--- src/rtl/mbox_irq_pkg.sv ---
package mbox_irq_pkg;
    typedef enum logic {
        IRQ_IDLE    = 1'b0,
        IRQ_PENDING = 1'b1
    } irq_state_e;

    localparam int unsigned NUM_PORTS = 2;
    localparam int unsigned LEFT_IDX  = 0;
    localparam int unsigned RIGHT_IDX = 1;
endpackage

--- src/rtl/mbox_port_decode.sv ---
module mbox_port_decode #(
    parameter int unsigned AW         = 12,
    parameter bit          OWN_IS_TOP = 1'b0
) (
    input  logic          clk,
    input  logic          rst_n,
    input  logic          sel,
    input  logic          wr,
    input  logic [AW-1:0] addr,
    input  logic          busy,
    output logic          set_peer,
    output logic          clr_own
);
    localparam logic [AW-1:0] TOP_ADDR  = {AW{1'b1}};
    localparam logic [AW-1:0] NEXT_ADDR = TOP_ADDR - 1'b1;
    localparam logic [AW-1:0] OWN_ADDR  = OWN_IS_TOP ? TOP_ADDR  : NEXT_ADDR;
    localparam logic [AW-1:0] PEER_ADDR = OWN_IS_TOP ? NEXT_ADDR : TOP_ADDR;

    logic granted;
    logic hit_own;
    logic hit_peer;

    always_comb begin
        granted  = sel && !busy;
        hit_own  = (addr == OWN_ADDR);
        hit_peer = (addr == PEER_ADDR);
        set_peer = granted &&  wr && hit_peer;
        clr_own  = granted && !wr && hit_own;
    end

    // Busy must veto both kinds of request.
    p_busy_veto_r6: assert property (@(posedge clk) disable iff (!rst_n)
        busy |-> !set_peer && !clr_own);

    // A deselected port raises no request at all.
    p_idle_port_r9: assert property (@(posedge clk) disable iff (!rst_n)
        !sel |-> !set_peer && !clr_own);

    // A read never sets and a write never clears.
    p_dir_split_r5: assert property (@(posedge clk) disable iff (!rst_n)
        !(set_peer && clr_own));
endmodule

--- src/rtl/mbox_irq_fsm.sv ---
module mbox_irq_fsm
    import mbox_irq_pkg::*;
(
    input  logic clk,
    input  logic rst_n,
    input  logic set_req,
    input  logic clr_req,
    output logic irq_n
);
    irq_state_e state_q;
    irq_state_e state_d;

    always_comb begin
        state_d = state_q;
        unique case (state_q)
            IRQ_IDLE: begin
                if (set_req) state_d = IRQ_PENDING;
            end
            IRQ_PENDING: begin
                if (clr_req && !set_req) state_d = IRQ_IDLE;
            end
            default: state_d = IRQ_IDLE;
        endcase
    end

    always_ff @(posedge clk or negedge rst_n) begin
        if (!rst_n) state_q <= IRQ_IDLE;
        else        state_q <= state_d;
    end

    always_comb begin
        unique case (state_q)
            IRQ_PENDING: irq_n = 1'b0;
            default:     irq_n = 1'b1;
        endcase
    end

    p_reset_idle_r1: assert property (@(posedge clk)
        !rst_n |=> irq_n);

    p_set_wins_r8: assert property (@(posedge clk) disable iff (!rst_n)
        set_req |=> !irq_n);

    p_clear_r4: assert property (@(posedge clk) disable iff (!rst_n)
        (clr_req && !set_req) |=> irq_n);

    p_hold_r5: assert property (@(posedge clk) disable iff (!rst_n)
        (!set_req && !clr_req) |=> $stable(irq_n));
endmodule

--- src/rtl/mbox_irq_ctrl.sv ---
module mbox_irq_ctrl
    import mbox_irq_pkg::*;
#(
    parameter int unsigned AW = 12
) (
    input  logic          clk,
    input  logic          rst_n,
    input  logic          lp_sel,
    input  logic          lp_wr,
    input  logic [AW-1:0] lp_addr,
    input  logic          lp_busy,
    input  logic          rp_sel,
    input  logic          rp_wr,
    input  logic [AW-1:0] rp_addr,
    input  logic          rp_busy,
    output logic          lp_irq_n,
    output logic          rp_irq_n
);
    logic [NUM_PORTS-1:0]         sel_v;
    logic [NUM_PORTS-1:0]         wr_v;
    logic [NUM_PORTS-1:0]         busy_v;
    logic [NUM_PORTS-1:0][AW-1:0] addr_v;
    logic [NUM_PORTS-1:0]         set_peer_v;
    logic [NUM_PORTS-1:0]         clr_own_v;
    logic [NUM_PORTS-1:0]         irq_n_v;

    always_comb begin
        sel_v[LEFT_IDX]   = lp_sel;
        wr_v[LEFT_IDX]    = lp_wr;
        busy_v[LEFT_IDX]  = lp_busy;
        addr_v[LEFT_IDX]  = lp_addr;
        sel_v[RIGHT_IDX]  = rp_sel;
        wr_v[RIGHT_IDX]   = rp_wr;
        busy_v[RIGHT_IDX] = rp_busy;
        addr_v[RIGHT_IDX] = rp_addr;
        lp_irq_n          = irq_n_v[LEFT_IDX];
        rp_irq_n          = irq_n_v[RIGHT_IDX];
    end

    for (genvar p = 0; p < NUM_PORTS; p++) begin : g_port
        mbox_port_decode #(
            .AW        (AW),
            .OWN_IS_TOP(p == RIGHT_IDX)
        ) u_dec (
            .clk     (clk),
            .rst_n   (rst_n),
            .sel     (sel_v[p]),
            .wr      (wr_v[p]),
            .addr    (addr_v[p]),
            .busy    (busy_v[p]),
            .set_peer(set_peer_v[p]),
            .clr_own (clr_own_v[p])
        );

        mbox_irq_fsm u_fsm (
            .clk    (clk),
            .rst_n  (rst_n),
            .set_req(set_peer_v[NUM_PORTS-1-p]),
            .clr_req(clr_own_v[p]),
            .irq_n  (irq_n_v[p])
        );
    end

    // A write to the right mailbox by an unblocked left port raises the right interrupt.
    p_left_sets_right_r2: assert property (@(posedge clk) disable iff (!rst_n)
        (lp_sel && lp_wr && !lp_busy && lp_addr == {AW{1'b1}}) |=> !rp_irq_n);

    // A write to the left mailbox by an unblocked right port raises the left interrupt.
    p_right_sets_left_r3: assert property (@(posedge clk) disable iff (!rst_n)
        (rp_sel && rp_wr && !rp_busy && rp_addr == {AW{1'b1}} - 1'b1) |=> !lp_irq_n);
endmodule

--- config.mk ---
export PLATFORM = sky130hd
export DESIGN_NAME = mbox_irq_ctrl
export DESIGN_NICKNAME = d
export VERILOG_FILES = /design/src/rtl/mbox_irq_pkg.sv /design/src/rtl/mbox_port_decode.sv /design/src/rtl/mbox_irq_fsm.sv /design/src/rtl/mbox_irq_ctrl.sv
export SDC_FILE = /design/constraint.sdc
export NUM_CORES = 1
export LEC_CHECK = 0
export ABC_AREA = 1
export BUFFER_PORTS_ARGS = -buffer_cell sky130_fd_sc_hd__buf_2
export CAP_MARGIN = 25
export CORE_AREA = 2 2 39 41
export CTS_BUF_LIST = sky130_fd_sc_hd__clkbuf_4 sky130_fd_sc_hd__clkbuf_8
export DETAILED_ROUTE_END_ITERATION = 12
export DIE_AREA = 0 0 41 43
export SLEW_MARGIN = 10
export SYNTH_ARGS = -nofsm -noshare
export SYNTH_HDL_FRONTEND = slang
export SYNTH_SLANG_ARGS = --single-unit
--- constraint.sdc ---
create_clock -name clk -period 0.84 [get_ports clk]
set_clock_uncertainty 0.1 [all_clocks]
set_input_delay 0.126 -clock clk [delete_from_list [all_inputs] [get_ports clk]]
set_output_delay 0.126 -clock clk [all_outputs]
set_load 0.005 [all_outputs]
# After elaboration in Yosys (flattened, before gate mapping)
# Cells that the tools add are included.
[op_classes]
eq_ne = 4
muxes = 8
n_bitwise = 2
n_reduce_logical = 18
[ops]
columns = ["cell", "n"]
rows = [
  ["12-bit == test (second input constant)", 4],
  ["1-bit logical AND", 12],
  ["1-bit logical NOT", 6],
  ["1-bit two-way mux", 6],
  ["1-bit case mux with 2 select lines", 2],
  ["1-bit NOT", 2],
]
[totals]
regBits = 2
in_bits = 32
output_inout_bits = 2
wordCells = 34

# Longest topological paths before layout
# Gate-level depths: netlist (run 1).
[depth]
depth_word = 8
mapped_depth = 7
mapped_depth_nobuf = 7

# Hierarchy
# From an unflattened synthesis (run 1), not the netlist that was laid out.
[unflattened]
cells_unflattened = 53
hier_area_um2 = 246.5
[modules_own_cells]
columns = ["module", "instances", "cells_per_inst", "area_each_um2", "seq_area_each_um2"]
rows = [
  ["mbox_irq_fsm", 2, 6, 43.8, 25.0],
  ["mbox_port_decode (g_port[1].u_dec)", 1, 21, 81.3, 0.0],
  ["mbox_port_decode (g_port[0].u_dec)", 1, 20, 77.6, 0.0],
]

# Least setup slack after synthesis (run 1)
# No wires, ideal clock.
[synth_timing]
kind = "input port to flip-flop"
start = "input port lp_addr[10]"
end = "register g_port[0].u_fsm.state_q"
setup_time_ns = 0.116
t_arrival_ns = 0.485
required_time_ns = 0.624
path_slack_ns = 0.139
path_stages = 7
path_buffers = 0
cell_sequence = "nand2_1 > inv_1 > nand2_1 > nor2_2 > nand2_1 > nand2_1 > nand2_1"
[synth_via]
elab_chain_cells = 5
[synth_rtl]
columns = ["element", "line_no", "rtl"]
rows = [
  ["start: declaration", "mbox_irq_ctrl.sv:10", "input logic [AW-1:0] lp_addr,"],
  ["12-bit == test", "mbox_port_decode.sv:25", "hit_own = (addr == OWN_ADDR);"],
  ["1-bit logical AND", "mbox_port_decode.sv:28", "clr_own = granted && !wr && hit_own;"],
  ["1-bit logical AND", "mbox_irq_fsm.sv:20", "if (clr_req && !set_req) state_d = IRQ_IDLE;"],
  ["1-bit two-way mux", "mbox_irq_fsm.sv:20", ""],
  ["1-bit case mux with 2 select lines", "mbox_irq_fsm.sv:15", "unique case (state_q)"],
  ["net g_port[0].u_fsm.state_d", "mbox_irq_fsm.sv:11", "irq_state_e state_d;"],
  ["end signal: assignment", "mbox_irq_fsm.sv:28", "else state_q <= state_d;"],
  ["end: declaration", "mbox_irq_fsm.sv:10", "irq_state_e state_q;"],
]
# The timed path passes the listed nets, and every way through them passes these cells.

# Worst setup path in the final report (run 1)
[layout_timing]
start = "register g_port[0].u_fsm.state_q"
end = "output port lp_irq_n"
[layout_via]
elab_chain_cells = 1
[layout_rtl]
columns = ["element", "line_no", "rtl"]
rows = [
  ["1-bit two-way mux", "mbox_irq_fsm.sv:32", "unique case (state_q)"],
  ["end: declaration", "mbox_irq_ctrl.sv:16", "output logic lp_irq_n,"],
]
# No other way between the ends.

==> flow_metrics.tcl, run 1 <==
set metrics [dict create \
    drive_gt1_share_pct 47.31 \
    core-area_um2 1384 \
    grt_max_degree 3 \
    power.density_nw_per_um2 847.2 \
    clock.fmax_mhz 1051 \
    antennaDiodeCount 0 \
    ioPinCount 34 \
    cts.sinks 2 \
    path_cells "inv_1 -> buf_2" \
    vias_per_cell 3.661 \
    detailed_place_hpwl_um 579.4 \
    cts_root_buffer "clkbuf_4" \
    fp-row-count 14 \
    global_route.usage.total_pct 8.517 \
    overflow 0 \
    totalNegativeSetupSlack_ns -0.2221 \
    maxCapViolCount 0 \
    drt.antenna.violating_nets 0 \
    detail_route.iter0.violations 1 \
    r2r_setup_slack_ns 0.04 \
    floorplan.die_area_um2 1763 \
    net_count_synth 86 \
    critical_path.slowest_cell "dfrtp_1" \
    timing_max_transition_violations_final 0 \
    drt_drc_violations_left 0 \
    critical_path.reg2reg.startpoint "g_port[0].u_fsm.state_q" \
    num-fill-cells 163 \
    static_leakage_nw 0.3561 \
    synth-seq-cells 2 \
    violations "negative setup slack" \
    whs_ns 0.1045 \
    criticalPathCategory "flop to output port" \
    cts_buf_count 3 \
    max_ffs_per_register 2 \
    worst_hold_startpoint "rp_addr[0]" \
    ctsHtreeMaxLevel 1 \
    hold-path-endpoint "g_port[0].u_fsm.state_q" \
    top_register "g_port.u_fsm.state_q" \
    regToRegEndpoint "g_port[0].u_fsm.state_q" \
    sequential_area_share_after_synthesis_pct 18.96 \
    drt-total-wl_um 683 \
    area.growth.synth_to_final_pct 90.05 \
    post_synth.cell_area_avg_um2 4.889 \
    die_width_um 41 \
    cts_max_path_buffers 2 \
    buffer_ports.inserted 33 \
    finalHoldViolations 0 \
    run_status "complete, but fails checks" \
    rsz0062_at_grt "yes" \
    synthesized_area_um2 264.0 \
    final_net_count 127 \
    first_global_vias 346 \
    min_tclk_post_route_ns 0.9512 \
    r2r.worst_path.cells 3 \
    critical_path.endpoint_type "output port" \
    grt_pass1_wl_um 1035 \
    seq_area_um2 50.05 \
    layout_top_registers "g_port.u_fsm.state_q x2" \
    tightest_slew_ns 0.09821 \
    place.gp.congestion 0.5524 \
    start_util_pct 19.08 \
    grt_antenna_before_repair 0 \
    final_min_period_over_clock_period_pct 113.2 \
    via_count 399 \
    slew-limit-headroom_pct 93.45 \
    cpPeakStageDelay_ns 0.36 \
    clkTransAtPathRegs_ns 0.03 \
    synthDistinctLibCells 8 \
    critPathMaxFanout 2 \
    ys.warnings.count 0 \
    type_of_element_launching_the_critical_path "flop" \
    drt-wirelength-per-cell_um 6.266 \
    timing.final.ws_setup_ns -0.1112 \
    min-delay-path-class "input pin to flop" \
    peakVddDrop_uv 262.5 \
    drt_pass1_iterations 3 \
    timing.final.setup_violations 2 \
    min_delay_path_depth 4 \
    die_y_um 43 \
    critPathArrivalTime_ns 0.73 \
    synthCells 54 \
    tritoncts_clock_tree "done" \
    timing.critical_path.required_ns 0.61 \
    worstSkewPairLatency_ns 0.22 \
    multi_input_area_um2 158.9 \
]
how the worst max path moves through the flow:
| stage | from | to | slack (ns) |
|---|---|---|---|
| final | g_port[0].u_fsm.state_q | lp_irq_n | -0.11 |
| after global routing | g_port[0].u_fsm.state_q | lp_irq_n | -0.16 |
| after CTS | g_port[0].u_fsm.state_q | lp_irq_n | -0.12 |
| after detailed placement | rp_wr | g_port[1].u_fsm.state_q | -0.009 |
| after global placement | lp_wr | g_port[0].u_fsm.state_q | -0.002 |
| after floorplan | lp_addr[10] | g_port[0].u_fsm.state_q | 0.14 |
worst max-delay path, delay by kind of cell (launching register included):
kind | cells | cell delay, ns
flops | 1 | 0.36
buf+inv | 2 | 0.15
cells by family after synthesis:
family / synth area share, %
flops: 18.96
simple gates: 58.29
buf+inv: 22.75
Yosys cell counts, drive strengths merged:
cell type / number / share of area (%)
nand2: 24 / 34
inv: 16 / 23
nor2: 8 / 15
dfrtp: 2 / 19
nand3: 2 / 3.8
and3: 1 / 2.4
nand3b: 1 / 2.8
placed cells by master (no fill, tap or decap), drive strengths merged:
cell type	instances
nor2	8
inv	16
nand3b	1
buf	35
dfrtp	2
nand2	24
and3	1
clkbuf	3
nand3	2
dlygate4sd3	1
layer usage:
metal | wire length, um | global-route usage (%) | up-vias
met2 | 333 | 15.63 | 25
li1 | - | - | 228
met1 | 259 | 7.348 | 146
met5 | 0 | 0 | -
met4 | 0 | 8.000 | 0
met3 | 89 | 0 | 0
metrics by stage:
step | setup WS (ns) | std cells | total power [W] | utilization [%] | cell area, um^2
after floorplan | 0.1385 | 54 | 0.0001349 | - | 264.0
after global placement | -0.001840 | 103 | 0.0002073 | 32.46 | 449.2
after detailed placement | -0.008620 | 103 | 0.0002102 | 32.46 | 449.2
after CTS | -0.1247 | 109 | 0.0004405 | 35.90 | 496.7
after global routing | -0.1562 | 109 | 0.0004615 | 36.26 | 501.7
final | -0.1112 | 109 | 0.0004251 | 36.26 | 501.7
power by group:
| group | switching, W | total, W | internal [W] |
|---|---|---|---|
| logic | 0.0000445 | 0.000115 | 0.0000708 |
| registers | 0.0000000958 | 0.0000974 | 0.0000973 |
| clock network | 0.0000547 | 0.000212 | 0.000158 |
timing repair:
item	CTS	global route
hold endpoints to repair	2	0
gates resized for setup	0	2
buffers inserted	2	0
setup endpoints to repair	2	4
hold buffers	1	0
area by class of cell:
cell class / count / area share [%]
Timing Repair Buffer: 36 / 37.91
Multi-Input combinational cell: 36 / 31.67
Sequential cell: 2 / 9.975
Tap cell: 16 / 3.990
Clock buffer: 3 / 4.489
Inverter: 16 / 11.97
Note: power is estimated with default switching activity, not from simulation.
==> run 2, diff against run 1 <==
--- a/config.mk
+++ b/config.mk
@@ -6,12 +6,12 @@
 export NUM_CORES = 1
 export LEC_CHECK = 0
 export ABC_AREA = 1
-export BUFFER_PORTS_ARGS = -buffer_cell sky130_fd_sc_hd__buf_2
 export CAP_MARGIN = 25
 export CORE_AREA = 2 2 39 41
 export CTS_BUF_LIST = sky130_fd_sc_hd__clkbuf_4 sky130_fd_sc_hd__clkbuf_8
 export DETAILED_ROUTE_END_ITERATION = 12
 export DIE_AREA = 0 0 41 43
+export DONT_BUFFER_PORTS = 1
 export SLEW_MARGIN = 10
 export SYNTH_ARGS = -nofsm -noshare
 export SYNTH_HDL_FRONTEND = slang
==> run 2 against run 1 <==
  * The run still ends with negative setup slack left
  * Fmax up 7.5%
  * Critical path depth down 1
  * Cell area down 35%
  * Critical path type unchanged
==> flow_metrics.tcl, run 2 (synthesis results as in run 1) <==
set metrics [dict create \
    num-fill-cells 169 \
    die_y_um 43 \
    critPathCapture "rp_irq_n" \
    tightest_slew_ns 0.1027 \
    timing.final.setup_violations 2 \
    grt_pass1_wl_um 814 \
    rsz0062_at_grt "yes" \
    fp-row-count 14 \
    cpPeakStageDelay_ns 0.38 \
    r2r.worst_path.cells 3 \
    layout.cells.most_common_list "24 x nand2_1, 14 x inv_1, 4 x nor2_2, 4 x nor2_1, 3 x clkbuf_4" \
    place_inst 70 \
    cts.sinks 2 \
    first_global_vias 250 \
    violations "negative setup slack" \
    path_cells "inv_2" \
    top_register "g_port.u_fsm.state_q" \
    floorplan.die_area_um2 1763 \
    max_ffs_per_register 2 \
    drt-total-wl_um 546 \
    power.density_nw_per_um2 1082 \
    critical_path.endpoint_type "output port" \
    multi_input_area_um2 153.9 \
    die_width_um 41 \
    ioPinCount 34 \
    place.gp.congestion 0.5168 \
    critical_path.slowest_cell "dfrtp_1" \
    crit_buf_inv 1 \
    peakVddDrop_uv 269.0 \
    drt_drc_violations_left 0 \
    maxCapViolCount 0 \
    detail_route.iter0.violations 5 \
    buffer_ports.inserted 0 \
    timing_max_transition_violations_final 0 \
    met3RoutedLength_um 79 \
    cts_root_buffer "clkbuf_4" \
    detailed_place_hpwl_um 489.9 \
    launching_element_of_the_worst_setup_path "g_port[1].u_fsm.state_q" \
    drt.antenna.violating_nets 0 \
    cts_buf_count 3 \
    criticalPathCategory "flop to output port" \
    timing.final.ws_setup_ns -0.04474 \
    min-delay-path-class "input pin to flop" \
    min_tclk_post_route_ns 0.8847 \
    cp_top_family "flip-flops" \
    critPathArrivalTime_ns 0.66 \
    drive_gt1_share_pct 16.95 \
    clkTransAtPathRegs_ns 0.03 \
    static_leakage_nw 0.2241 \
    critPathMaxFanout 2 \
    slew-limit-headroom_pct 93.13 \
    final_net_count 93 \
    layout_top_registers "g_port.u_fsm.state_q x2" \
    ctsHtreeMaxLevel 1 \
    worstSetupPathDepth 1 \
    drt-wirelength-per-cell_um 7.280 \
    wl_met2_um 256 \
    min_delay_path_depth 3 \
    totalNegativeSetupSlack_ns -0.08073 \
    tritoncts_clock_tree "done" \
    drt_pass1_iterations 4 \
    overflow 0 \
    critical_path.reg2reg.startpoint "g_port[0].u_fsm.state_q" \
    cts_max_path_buffers 2 \
    grt_max_degree 3 \
    final_min_period_over_clock_period_pct 105.3 \
    antennaDiodeCount 0 \
    vias_per_cell 4.053 \
    timing.critical_path.required_ns 0.61 \
    grt_antenna_before_repair 0 \
    regToRegEndpoint "g_port[0].u_fsm.state_q" \
    met1Wirelength_um 210 \
    r2r_setup_slack_ns 0.02 \
    run_status "complete, but fails checks" \
    start_util_pct 19.08 \
    topRoutingLayerUsed "met3" \
    final_cells 75 \
    seq_area_um2 50.05 \
    whs_ns 0.004903 \
    worstSkewPairLatency_ns 0.22 \
    fin_total_pwr_w 0.0003506 \
    global_route.usage.total_pct 7.322 \
    clock.fmax_mhz 1130 \
    finalHoldViolations 0 \
    core-area_um2 1384 \
    type_of_element_launching_the_critical_path "flop" \
    via_count 304 \
    layout.cells.most_common "nand2_1" \
    worst_hold_startpoint "rp_addr[0]" \
    area.growth.synth_to_final_pct 22.75 \
]
run 2: cell types whose count changed in the layout (fill, tap and decap cells not counted), sizes merged:
cell,change
buf,-34
run 2: layer usage:
layer | track usage (%) | vias to the layer above
li1 | - | 161
met1 | 6.410 | 116
met2 | 11.88 | 27
met3 | 1.571 | 0
met4 | 8.000 | 0
met5 | 0 | -
run 2: power breakdown:
part	internal [W]	total, W	switching, W
sequential	0.0000973	0.0000975	0.000000156
combinational	0.0000219	0.0000453	0.0000234
clock	0.000157	0.000208	0.0000506
run 2: worst min-delay path by stage:
| stage | slack [ns] | endpoint |
|---|---|---|
| after global placement | -0.27 | g_port[1].u_fsm.state_q |
| after floorplan | -0.27 | g_port[0].u_fsm.state_q |
| after detailed placement | -0.27 | g_port[0].u_fsm.state_q |
| after CTS | -0.003 | g_port[0].u_fsm.state_q |
| after global routing | 0.02 | g_port[0].u_fsm.state_q |
| final | 0.005 | g_port[0].u_fsm.state_q |
run 2: timing repair:
item / 4_1_cts / 5_1_grt
setup buffers: 1 / 0
hold endpoints to repair: 3 / 0
gates cloned: 0 / 0
hold buffers: 1 / 0
endpoints found under the setup margin: 2 / 3
gates resized for setup: 0 / 2
run 2: area by class of cell:
| class | count | area share (%) |
|---|---|---|
| multi-input cells | 36 | 47.49 |
| inverters | 16 | 18.53 |
| repair buffers | 2 | 5.405 |
| flip-flops and latches | 2 | 15.44 |
| clock buffers | 3 | 6.950 |
| well taps | 16 | 6.178 |
run 2: stage by stage:
step	setup slack, ns	util [%]	cell area, um^2
2_1_floorplan	0.1385	-	264.0
3_3_place_gp	0.09070	20.52	284.0
3_5_place_dp	0.07187	20.52	284.0
4_1_cts	-0.05627	23.42	324.1
5_1_grt	-0.08887	23.42	324.1
6_report	-0.04474	23.42	324.1
==> run 3, diff against run 2 <==
--- a/config.mk
+++ b/config.mk
@@ -7,11 +7,14 @@
 export LEC_CHECK = 0
 export ABC_AREA = 1
 export CAP_MARGIN = 25
+export CELL_PAD_IN_SITES_DETAIL_PLACEMENT = 2
+export CELL_PAD_IN_SITES_GLOBAL_PLACEMENT = 2
 export CORE_AREA = 2 2 39 41
 export CTS_BUF_LIST = sky130_fd_sc_hd__clkbuf_4 sky130_fd_sc_hd__clkbuf_8
 export DETAILED_ROUTE_END_ITERATION = 12
 export DIE_AREA = 0 0 41 43
 export DONT_BUFFER_PORTS = 1
+export PLACE_DENSITY_LB_ADDON = 0.1
 export SLEW_MARGIN = 10
 export SYNTH_ARGS = -nofsm -noshare
 export SYNTH_HDL_FRONTEND = slang
==> constraint.sdc (replaced) <==
create_clock -name clk -period 0.84 [get_ports clk]
set_clock_uncertainty 0.1 [all_clocks]
set_input_delay 0.126 -clock clk [delete_from_list [all_inputs] [get_ports clk]]
set_output_delay 0.126 -clock clk [all_outputs]
set_load 0.05 [all_outputs]
==> run 3 against run 2 <==
  * Combinational power grew 7.1%
  * Clock-buffer cell count unchanged
  * Largest cell class unchanged
  * Cell area grew 11%
  * Clock power about the same
  * Critical endpoint is now lp_irq_n
  * Final cell count grew 2.7%
  * Die area unchanged
  * Power increased by 0.14%
  * The flow finishes with violations (negative hold slack, negative setup slack)
==> flow_metrics.tcl, run 3 (synthesis results as in run 1) <==
set metrics [dict create \
    run_status "complete, but fails checks" \
    violations "negative hold slack, negative setup slack" \
    whs_ns -0.0009285 \
    ctsHtreeMaxLevel 1 \
    global_route.peak_usage_layer "met2" \
    timing_max_transition_violations_final 0 \
    totalNegativeSetupSlack_ns -0.6512 \
    drt_drc_violations_left 0 \
    floorplan.die_area_um2 1763 \
    layout_top_registers "g_port.u_fsm.state_q x2" \
    core-area_um2 1384 \
    power.density_nw_per_um2 977.7 \
    cts.sinks 2 \
    static_leakage_nw 0.2362 \
    critPathMaxFanout 2 \
    finalInstanceArea_um2 359.1 \
    start_util_pct 19.08 \
    min-delay-path-class "input pin to flop" \
    slew-limit-headroom_pct 83.04 \
    worstSkewPairLatency_ns 0.22 \
    type_of_element_launching_the_critical_path "flop" \
    critPathArrivalTime_ns 0.88 \
    peakVddDrop_uv 269.0 \
    placed_area_um2 291.5 \
    cpPeakStageDelay_ns 0.39 \
    grt_max_degree 3 \
    clkTransAtPathRegs_ns 0.03 \
    grt_antenna_before_repair 0 \
    cp_top_family "flip-flops" \
    timing.final.setup_violations 3 \
    final_util_pct 25.95 \
    die_width_um 41 \
    path_cells "clkinvlp_4" \
    drive_gt1_share_pct 22.95 \
    top_register "g_port.u_fsm.state_q" \
    max_ffs_per_register 2 \
    layout.cells.most_common "nand2_1" \
    cts_root_buffer "clkbuf_4" \
    global_route.usage.total_pct 10.24 \
    grt_pass1_wl_um 1166 \
    fp-row-count 14 \
    min_tclk_post_route_ns 1.107 \
    crit_buf_inv 1 \
    buffer_ports.inserted 0 \
    cts_max_path_buffers 2 \
    critical_path.endpoint_type "output port" \
    die_y_um 43 \
    final_min_period_over_clock_period_pct 131.8 \
    grt.met2_usage_pct 16.25 \
    ioPinCount 34 \
    via_count 330 \
    drt_pass1_iterations 1 \
    grtUsageMet1_pct 9.325 \
    cts_buf_count 3 \
    area.growth.synth_to_final_pct 36.02 \
    drt-wirelength-per-cell_um 9.468 \
    critical_path.slowest_cell "dfrtp_1" \
    drt.antenna.violating_nets 0 \
    place.gp.congestion 0.5842 \
    tightest_slew_ns 0.2538 \
    tritoncts_clock_tree "done" \
    timing.final.ws_setup_ns -0.2675 \
    first_global_vias 338 \
    grt.met3_usage_pct 3.141 \
    maxCapViolCount 0 \
    finalHoldViolations 1 \
    layout.cells.most_common_list "22 x nand2_1, 14 x inv_1, 4 x nor2_2, 4 x nor2_1, 3 x clkbuf_4" \
    antennaDiodeCount 0 \
    detailed_place_hpwl_um 653.7 \
    overflow 0 \
    rsz0062_at_grt "yes" \
    vias_per_cell 4.286 \
    final_net_count 95 \
    detail_route.iter0.violations 0 \
    drt-total-wl_um 729 \
    timing.critical_path.required_ns 0.61 \
    clock.fmax_mhz 903.0 \
    criticalPathCategory "flop to output port" \
]
run 3: worst paths after layout:
check                           slack (ns)                      end  cells past startpoint               startpoint
worst min-delay path               -0.0009  g_port[0].u_fsm.state_q                      3               rp_addr[0]
worst max-delay path                 -0.27                 lp_irq_n                      1  g_port[0].u_fsm.state_q
min in group asynchronous             0.05  g_port[0].u_fsm.state_q                      1                    rst_n
worst min register to register        0.53  g_port[0].u_fsm.state_q                      3  g_port[0].u_fsm.state_q
worst max register to register       -0.12  g_port[1].u_fsm.state_q                      4  g_port[1].u_fsm.state_q
max in group asynchronous             0.46  g_port[1].u_fsm.state_q                      1                    rst_n
run 3: power breakdown:
group / internal [W] / switching (W)
Sequential: 0.0000974 / 0.000000271
Combinational: 0.0000224 / 0.0000260
Clock: 0.000157 / 0.0000480
Total: 0.000277 / 0.0000743
run 3: cell type report:
type | instances | area (um^2)
fillers | 195 | 1025
multi-input cells | 36 | 158.9
inverters | 16 | 67.56
flip-flops and latches | 2 | 50.05
repair buffers | 4 | 40.04
clock buffers | 3 | 22.52
well taps | 16 | 20.02
run 3: stage by stage:
step	instances	setup slack (ns)	power (W)
after detailed placement	70	-0.03598	0.0001430
final	77	-0.2675	0.0003511
after global routing	77	-0.3043	0.0003899
after global placement	70	-0.002763	0.0001405
after floorplan	54	0.003497	0.0001359
after CTS	76	-0.2663	0.0003659
run 3: routing by layer:
| metal | part of all wire, % | vias up | wire, um |
|---|---|---|---|
| li1 | - | 164 | - |
| met1 | 35 | 146 | 258 |
| met2 | 51 | 20 | 375 |
| met3 | 13 | 0 | 94 |
| met4 | 0 | 0 | 0 |
| met5 | 0 | - | 0 |
run 3: repair_timing:
action / 4_1_cts / 5_1_grt
endpoints found under the setup margin: 2 / 4
buffers inserted: 2 / 1
endpoints found under the hold margin: 3 / 0
resized for setup: 2 / 2
hold buffers: 1 / 0
